===== src/rtl/fcr_pkg.sv =====
package fcr_pkg;
    localparam int REG_W         = 16;
    localparam int BIT_TEST      = 15;
    localparam int BIT_BURST_DIS = 14;
    localparam int BIT_TIMER     = 13;
    localparam int BIT_POLL_DIS  = 12;
    localparam int BIT_APAD      = 11;
    localparam int BIT_ASTRIP    = 10;
    localparam int BIT_OVF       = 9;
    localparam int BIT_MASK      = 8;
    localparam int FEAT_LO       = BIT_ASTRIP;
    localparam int FEAT_HI       = BIT_BURST_DIS;
    localparam int FEAT_N        = FEAT_HI - FEAT_LO + 1;
    localparam int BANK_N        = FEAT_N + 1;   // features plus mask

    typedef enum logic [1:0] {
        LK_PRISTINE = 2'd0,
        LK_ENABLED  = 2'd1,
        LK_SEALED   = 2'd2
    } lock_state_t;

    typedef enum logic {
        OV_IDLE    = 1'b0,
        OV_PENDING = 1'b1
    } ovf_state_t;
endpackage


===== src/rtl/fcr_lock_fsm.sv =====
module fcr_lock_fsm
    import fcr_pkg::*;
(
    input  logic clk,
    input  logic rst_n,
    input  logic wr_hit,
    input  logic wr_test_bit,
    output logic test_en
);
    lock_state_t state_q, state_d;

    always_ff @(posedge clk) begin
        if (!rst_n) state_q <= LK_PRISTINE;
        else        state_q <= state_d;
    end

    always_comb begin
        state_d = state_q;
        unique case (state_q)
            LK_PRISTINE: if (wr_hit) state_d = wr_test_bit ? LK_ENABLED : LK_SEALED;
            LK_ENABLED:  if (wr_hit && !wr_test_bit) state_d = LK_SEALED;
            LK_SEALED:   state_d = LK_SEALED;
            default:     state_d = LK_SEALED;
        endcase
    end

    always_comb begin
        test_en = (state_q == LK_ENABLED);
    end
endmodule


===== src/rtl/fcr_ovf_fsm.sv =====
module fcr_ovf_fsm
    import fcr_pkg::*;
(
    input  logic clk,
    input  logic rst_n,
    input  logic stop_cmd,
    input  logic ovf_event,
    input  logic w1c,
    input  logic mask,
    output logic flag,
    output logic irq
);
    ovf_state_t state_q, state_d;
    logic       irq_q;

    always_ff @(posedge clk) begin
        if (!rst_n) state_q <= OV_IDLE;
        else        state_q <= state_d;
    end

    // priority: stop, then event, then write-one-to-clear
    always_comb begin
        state_d = state_q;
        unique case (state_q)
            OV_IDLE: begin
                if (!stop_cmd && ovf_event) state_d = OV_PENDING;
            end
            OV_PENDING: begin
                if (stop_cmd)                state_d = OV_IDLE;
                else if (!ovf_event && w1c)  state_d = OV_IDLE;
            end
            default: state_d = OV_IDLE;
        endcase
    end

    always_ff @(posedge clk) begin
        if (!rst_n) irq_q <= 1'b0;
        else        irq_q <= (state_q == OV_PENDING) && !mask;
    end

    always_comb begin
        flag = (state_q == OV_PENDING);
        irq  = irq_q;
    end
endmodule


===== src/rtl/fcr_feature_bank.sv =====
module fcr_feature_bank #(
    parameter int N = 6
) (
    input  logic         clk,
    input  logic         rst_n,
    input  logic         wr_hit,
    input  logic [N-1:0] wr_bits,
    output logic [N-1:0] q
);
    for (genvar i = 0; i < N; i++) begin : g_bit
        logic b_q;
        always_ff @(posedge clk) begin
            if (!rst_n)      b_q <= 1'b0;
            else if (wr_hit) b_q <= wr_bits[i];
        end
        assign q[i] = b_q;
    end
endmodule


===== src/rtl/fcr_ctrl.sv =====
module fcr_ctrl
    import fcr_pkg::*;
(
    input  logic             clk,
    input  logic             rst_n,
    input  logic             reg_sel,
    input  logic             reg_wr,
    input  logic             reg_rd,
    input  logic [REG_W-1:0] reg_wdata,
    output logic [REG_W-1:0] reg_rdata,
    input  logic             stop_cmd,
    input  logic             miss_ovf,
    output logic             test_wr_permit,
    output logic             burst_cnt_dis,
    output logic             bus_timer_en,
    output logic             tx_poll_dis,
    output logic             tx_auto_pad,
    output logic             rx_auto_strip,
    output logic             irq
);
    logic              wr_hit;
    logic              rd_hit;
    logic              test_en;
    logic              ovf_flag;
    logic              mask_bit;
    logic [BANK_N-1:0] bank_wr;
    logic [BANK_N-1:0] bank_q;
    logic [REG_W-1:0]  view;

    assign wr_hit = reg_sel && reg_wr;
    assign rd_hit = reg_sel && reg_rd;

    // bank bit 0 is the mask, bits 1..FEAT_N are the feature bits
    assign bank_wr = {reg_wdata[FEAT_HI:FEAT_LO], reg_wdata[BIT_MASK]};

    fcr_lock_fsm u_lock (
        .clk         (clk),
        .rst_n       (rst_n),
        .wr_hit      (wr_hit),
        .wr_test_bit (reg_wdata[BIT_TEST]),
        .test_en     (test_en)
    );

    fcr_feature_bank #(.N(BANK_N)) u_bank (
        .clk     (clk),
        .rst_n   (rst_n),
        .wr_hit  (wr_hit),
        .wr_bits (bank_wr),
        .q       (bank_q)
    );

    assign mask_bit = bank_q[0];

    fcr_ovf_fsm u_ovf (
        .clk       (clk),
        .rst_n     (rst_n),
        .stop_cmd  (stop_cmd),
        .ovf_event (miss_ovf),
        .w1c       (wr_hit && reg_wdata[BIT_OVF]),
        .mask      (mask_bit),
        .flag      (ovf_flag),
        .irq       (irq)
    );

    always_comb begin
        view                  = '0;
        view[BIT_TEST]        = test_en;
        view[FEAT_HI:FEAT_LO] = bank_q[BANK_N-1:1];
        view[BIT_OVF]         = ovf_flag;
        view[BIT_MASK]        = mask_bit;
        reg_rdata             = rd_hit ? view : '0;
    end

    assign test_wr_permit = test_en;
    assign burst_cnt_dis  = bank_q[BIT_BURST_DIS - FEAT_LO + 1];
    assign bus_timer_en   = bank_q[BIT_TIMER     - FEAT_LO + 1];
    assign tx_poll_dis    = bank_q[BIT_POLL_DIS  - FEAT_LO + 1];
    assign tx_auto_pad    = bank_q[BIT_APAD      - FEAT_LO + 1];
    assign rx_auto_strip  = bank_q[BIT_ASTRIP    - FEAT_LO + 1];
endmodule


===== config.mk =====
export PLATFORM = sky130hd
export DESIGN_NAME = fcr_ctrl
export DESIGN_NICKNAME = d
export VERILOG_FILES = /design/src/rtl/fcr_pkg.sv /design/src/rtl/fcr_lock_fsm.sv /design/src/rtl/fcr_ovf_fsm.sv /design/src/rtl/fcr_feature_bank.sv /design/src/rtl/fcr_ctrl.sv
export SDC_FILE = /design/constraint.sdc
export NUM_CORES = 1
export LEC_CHECK = 0
export BUFFER_PORTS_ARGS = -buffer_cell sky130_fd_sc_hd__buf_2
export CAP_MARGIN = 20
export CORE_MARGIN = 2
export CORE_UTILIZATION = 39
export CTS_BUF_LIST = sky130_fd_sc_hd__clkbuf_8
export CTS_CLUSTER_SIZE = 40
export DETAILED_ROUTE_END_ITERATION = 10
export GPL_TIMING_DRIVEN = 0
export PLACE_DENSITY = 0.81
export SLEW_MARGIN = 30
export SYNTH_ARGS = -nofsm -noshare
export SYNTH_HDL_FRONTEND = slang
export SYNTH_HIERARCHICAL = 1
export SYNTH_SLANG_ARGS = --single-unit
export TNS_END_PERCENT = 100

===== constraint.sdc =====
create_clock -name clk -period 1.1 [get_ports clk]
set_input_delay 0.22 -clock clk [delete_from_list [all_inputs] [get_ports clk]]
set_output_delay 0.22 -clock clk [all_outputs]
set_load 0.03 [all_outputs]

# == Yosys cells after proc, flatten, opt, wreduce, memory -nomap -nowiden ==
# Index checks and enable logic that the tools add are counted.
# op_classes
eq_ne,3
n_mux,9
bitwise_logic,1
n_reduce_logical,13
# op_table
operator,n
$mux 16,1
$logic_and 1x1->1,7
$mux 2,3
$logic_not 1->1,4
$ne 2x1->1 const B,2
$pmux 2 s2,1
$mux 1,3
$eq 2x1->1 const B,1
$logic_not 2->1,1
$pmux 1 s2,1
$reduce_and 2->1,1
$not 1->1,1
# word_totals
reg_bits,10
in_bits,23
out_inout_bits,23

# == Depth between registers and ports, before layout ==
# depth
depth_word,6
depth_mapped,4
depth_no_buf,3

# == By module ==
# The synthesis kept the hierarchy.
# modules_own_cells
module,area_per_inst_um2,n_inst,cells_each
fcr_feature_bank,274.0,1,25
fcr_ctrl,127.6,1,19
fcr_lock_fsm,82.6,1,7
fcr_ovf_fsm,70.1,1,6

# == Worst setup path before layout ==
# No wires, ideal clock.
# synth_path
path_type,reg2out
from,register u_lock.state_q[0]
to,output port reg_rdata[15]
setup_slack_ns,-0.326
path_stages_with_launch,3
arrival_time_ns,1.206
required_time_ns,0.880
path_cell_list,dfxtp_1 > nor2b_1 > and3_1
# synth_between
elab_chain_len,2
# synth_lines
element,line,rtl
start: declaration,fcr_lock_fsm.sv:10,"lock_state_t state_q, state_d;"
start signal: assignment,fcr_lock_fsm.sv:14,else state_q <= state_d;
$eq 2x1->1,fcr_lock_fsm.sv:28,test_en = (state_q == LK_ENABLED);
named net test_wr_permit,fcr_ctrl.sv:13,"output logic test_wr_permit,"
$mux 16,fcr_ctrl.sv:71,reg_rdata = rd_hit ? view : '0;
end: declaration,fcr_ctrl.sv:10,"output logic [REG_W-1:0] reg_rdata,"
# The timed path passes the listed nets, and every way through them passes these cells.

# == Final worst setup path ==
# layout_path
from,register u_lock.state_q[0]
to,output port reg_rdata[15]
# layout_between
elab_chain_len,2
# layout_lines
element,line
$eq 2x1->1,fcr_lock_fsm.sv:28
$mux 16,fcr_ctrl.sv:71
# No other way between the ends.

==> results.cfg <==
[sta]
max_clock_freq_mhz = 823
final.setup.tns_ns = -0.692
rsz0062_at_grt = true
setup_viol = 8
period_needed_ns = 1.21
final.setup_skew_ns = 0.000477
hold_viol = 0
slew_violations = 0
fin_crit_sh_pct = 110
finalWorstSetupSlack_ns = -0.115

[status]
violations = setup timing
status = complete, but fails checks

[power]
leakage_nw = 0.487
p_sw_mw = 0.274
p_clk_share_pct = 42.4
power_frac_comb_pct = 21.0
intPower_mw = 0.800
power.density_nw_per_um2 = 1220
power_mw = 1.07
ir_worst_vdd_mv = 0.769
switching_share_pct = 25.5
pwr-share-seq_pct = 36.6

[clock_network]
clock_path_buffers = 2
h-tree-depth = 1
clock_latency_ns = 0.23
path_clk_slew_ns = 0.05
root_buffer = clkbuf_8
cts_buffers = 3
clock-sinks = 10
cts_tree = built

[setup_path]
crit_arrival_ns = 0.99
r2r-end = u_ovf/flag
r2r_slack_ns = 0.37
cp.required_ns = 0.88
r2r-start = u_ovf/flag
critPathKind = reg -> out
r2r_cells = 2
cp-start-kind = register
critPathMaxFanout = 2
endpoint_kind = output pin

[global_route]
grt_pass1_vias = 432
grt_max_degree = 11
grt_pass1_wl_um = 1830
gr-usage-all-layers_pct = 13.5
gr-total-overflow = 0
antenna_found_initial = 0

[floorplan]
die_h_um = 41.7
rows = 13
io-pin-count = 46
start_util_pct = 42.1
core_area_um2 = 1320
fp.dieW_um = 41.7
die-area_um2 = 1740

[synth]
ys_warn_count = 6
seq_area_frac_synth_pct = 36.1
synthMuxAreaShare_pct = 12.6
synth_compound_area_share_pct = 3.16
synth_area_um2 = 554
synth_top_family_by_area = simple AND/OR/NAND/NOR gates
ys_types = 13
syn_inst = 57
synth-simple-area-share_pct = 25.7
ys_ff_latch = 10
avgSynthCellArea_um2 = 9.72
synthAdderAreaFrac_pct = 0
synthXorXnorAreaFrac_pct = 0

[final_layout]
syn_to_final_growth_pct = 59.4
diodes = 0
fin_nets = 121
drive_gt1_share_pct = 61.9

[routing]
drtPass1Iterations = 3
ant_nets = 0
vias_per_cell = 4.30
drtIter0Drc = 1
drcViolationCount = 0
vias = 482
wl_um = 1140
wl_per_cell_um = 10.2

[placement]
dpl.hpwl_um = 870
pre_cts_slack_ns = -0.0203
io_buffer_count = 29
routabilityCongestion = 0.661

[worst_hold_path]
hp-class = in -> reg
min-delay-start = stop_cmd
whs_path_depth = 3
worstHoldEndpoint = u_ovf/flag

[job]
maxCapViolations = 0
## cell type report
class                      count  area, µm²
fill                         115        434
inverter                       1       3.75
clock buffer                   4       55.1
timing repair buffer          29        200
buffer                        15        120
tap                           15       18.8
sequential                    10        208
multi-input combinational     38        278
## cells in the final DEF, fill, tap and decap left out, drive strengths merged
master,n
inv,1
and3,9
nor3b,1
and3b,1
mux2i,7
conb,8
and2,1
dfxtp,10
buf,42
o21a,1
clkbuf,6
o211a,1
nor2b,9
## synth_stat cells, drive strengths merged
library cell / count / share of area (%)
and2: 1 / 1.4
and3: 9 / 10
and3b: 1 / 1.8
buf: 15 / 21
conb: 1 / 0.68
dfxtp: 10 / 36
inv: 1 / 0.68
mux2i: 7 / 13
nor2b: 9 / 10
nor3b: 1 / 2.3
o211a: 1 / 1.8
o21a: 1 / 1.4
## worst max path at each step
stage / from / slack, ns / to / depth (start not counted)
2_1_floorplan: u_lock/state_q[1] / 0.02 / reg_rdata[15] / 2
3_3_place_gp: reg_sel / 0.008 / u_bank/g_bit[3].b_q / 5
3_5_place_dp: reg_sel / -0.02 / u_bank/g_bit[2].b_q / 5
4_1_cts: u_lock/state_q[0] / -0.12 / reg_rdata[15] / 3
5_1_grt: u_lock/state_q[0] / -0.15 / reg_rdata[15] / 3
6_report: u_lock/state_q[0] / -0.11 / reg_rdata[15] / 3
## critical path: stages (launching register included)
cell	delay, ns
dfxtp_2	0.32
nor2b_4	0.13
and3_4	0.18
buf_6	0.12
## power groups by stage
stage          sequential [mW]  clock, mW  combinational, mW
3_5_place_dp             0.397          0              0.213
6_report                 0.393      0.456              0.226
3_3_place_gp             0.397          0              0.211
2_1_floorplan            0.398          0              0.156
5_1_grt                  0.395      0.486              0.240
4_1_cts                  0.391      0.464              0.221
## what timing repair did
action	in CTS	in global routing
hold endpoints to repair	0	0
buffers inserted	0	0
hold buffers	0	0
resized for setup	20	7
setup endpoints to repair	9	12
## cell families after synthesis
family | Yosys count
AND/OR/NAND/NOR | 21
buffers and inverters | 16
flip-flops | 10
multiplexers | 7
AO/OA/AOI/OAI | 2
other | 1
## state kept, by name (all words and copies together) (netlist names)
name and flops:
u_bank/g_bit.b_q 6, u_lock/state_q 2, u_ovf/flag 1, u_ovf/irq 1
## metal layers
metal  track usage, %  vias up  wire length, µm
met1             16.2      213              464
met4             5.81        0                0
li1                 -      247                -
met2             22.5       22              580
met3             3.48        0               92
met5                0        -                0
## metrics by stage
step / cell area (µm²) / cells / hold WS [ns] / utilization [%]
6_report: 883 / 112 / 0.213 / 67.0
5_1_grt: 883 / 112 / 0.221 / 67.0
4_1_cts: 866 / 112 / 0.210 / 65.7
3_5_place_dp: 753 / 108 / 0.465 / 57.2
3_3_place_gp: 753 / 108 / 0.467 / 57.2
2_1_floorplan: 589 / 64 / 0.338 / -
No activity file was read; power rests on OpenSTA's default activity.
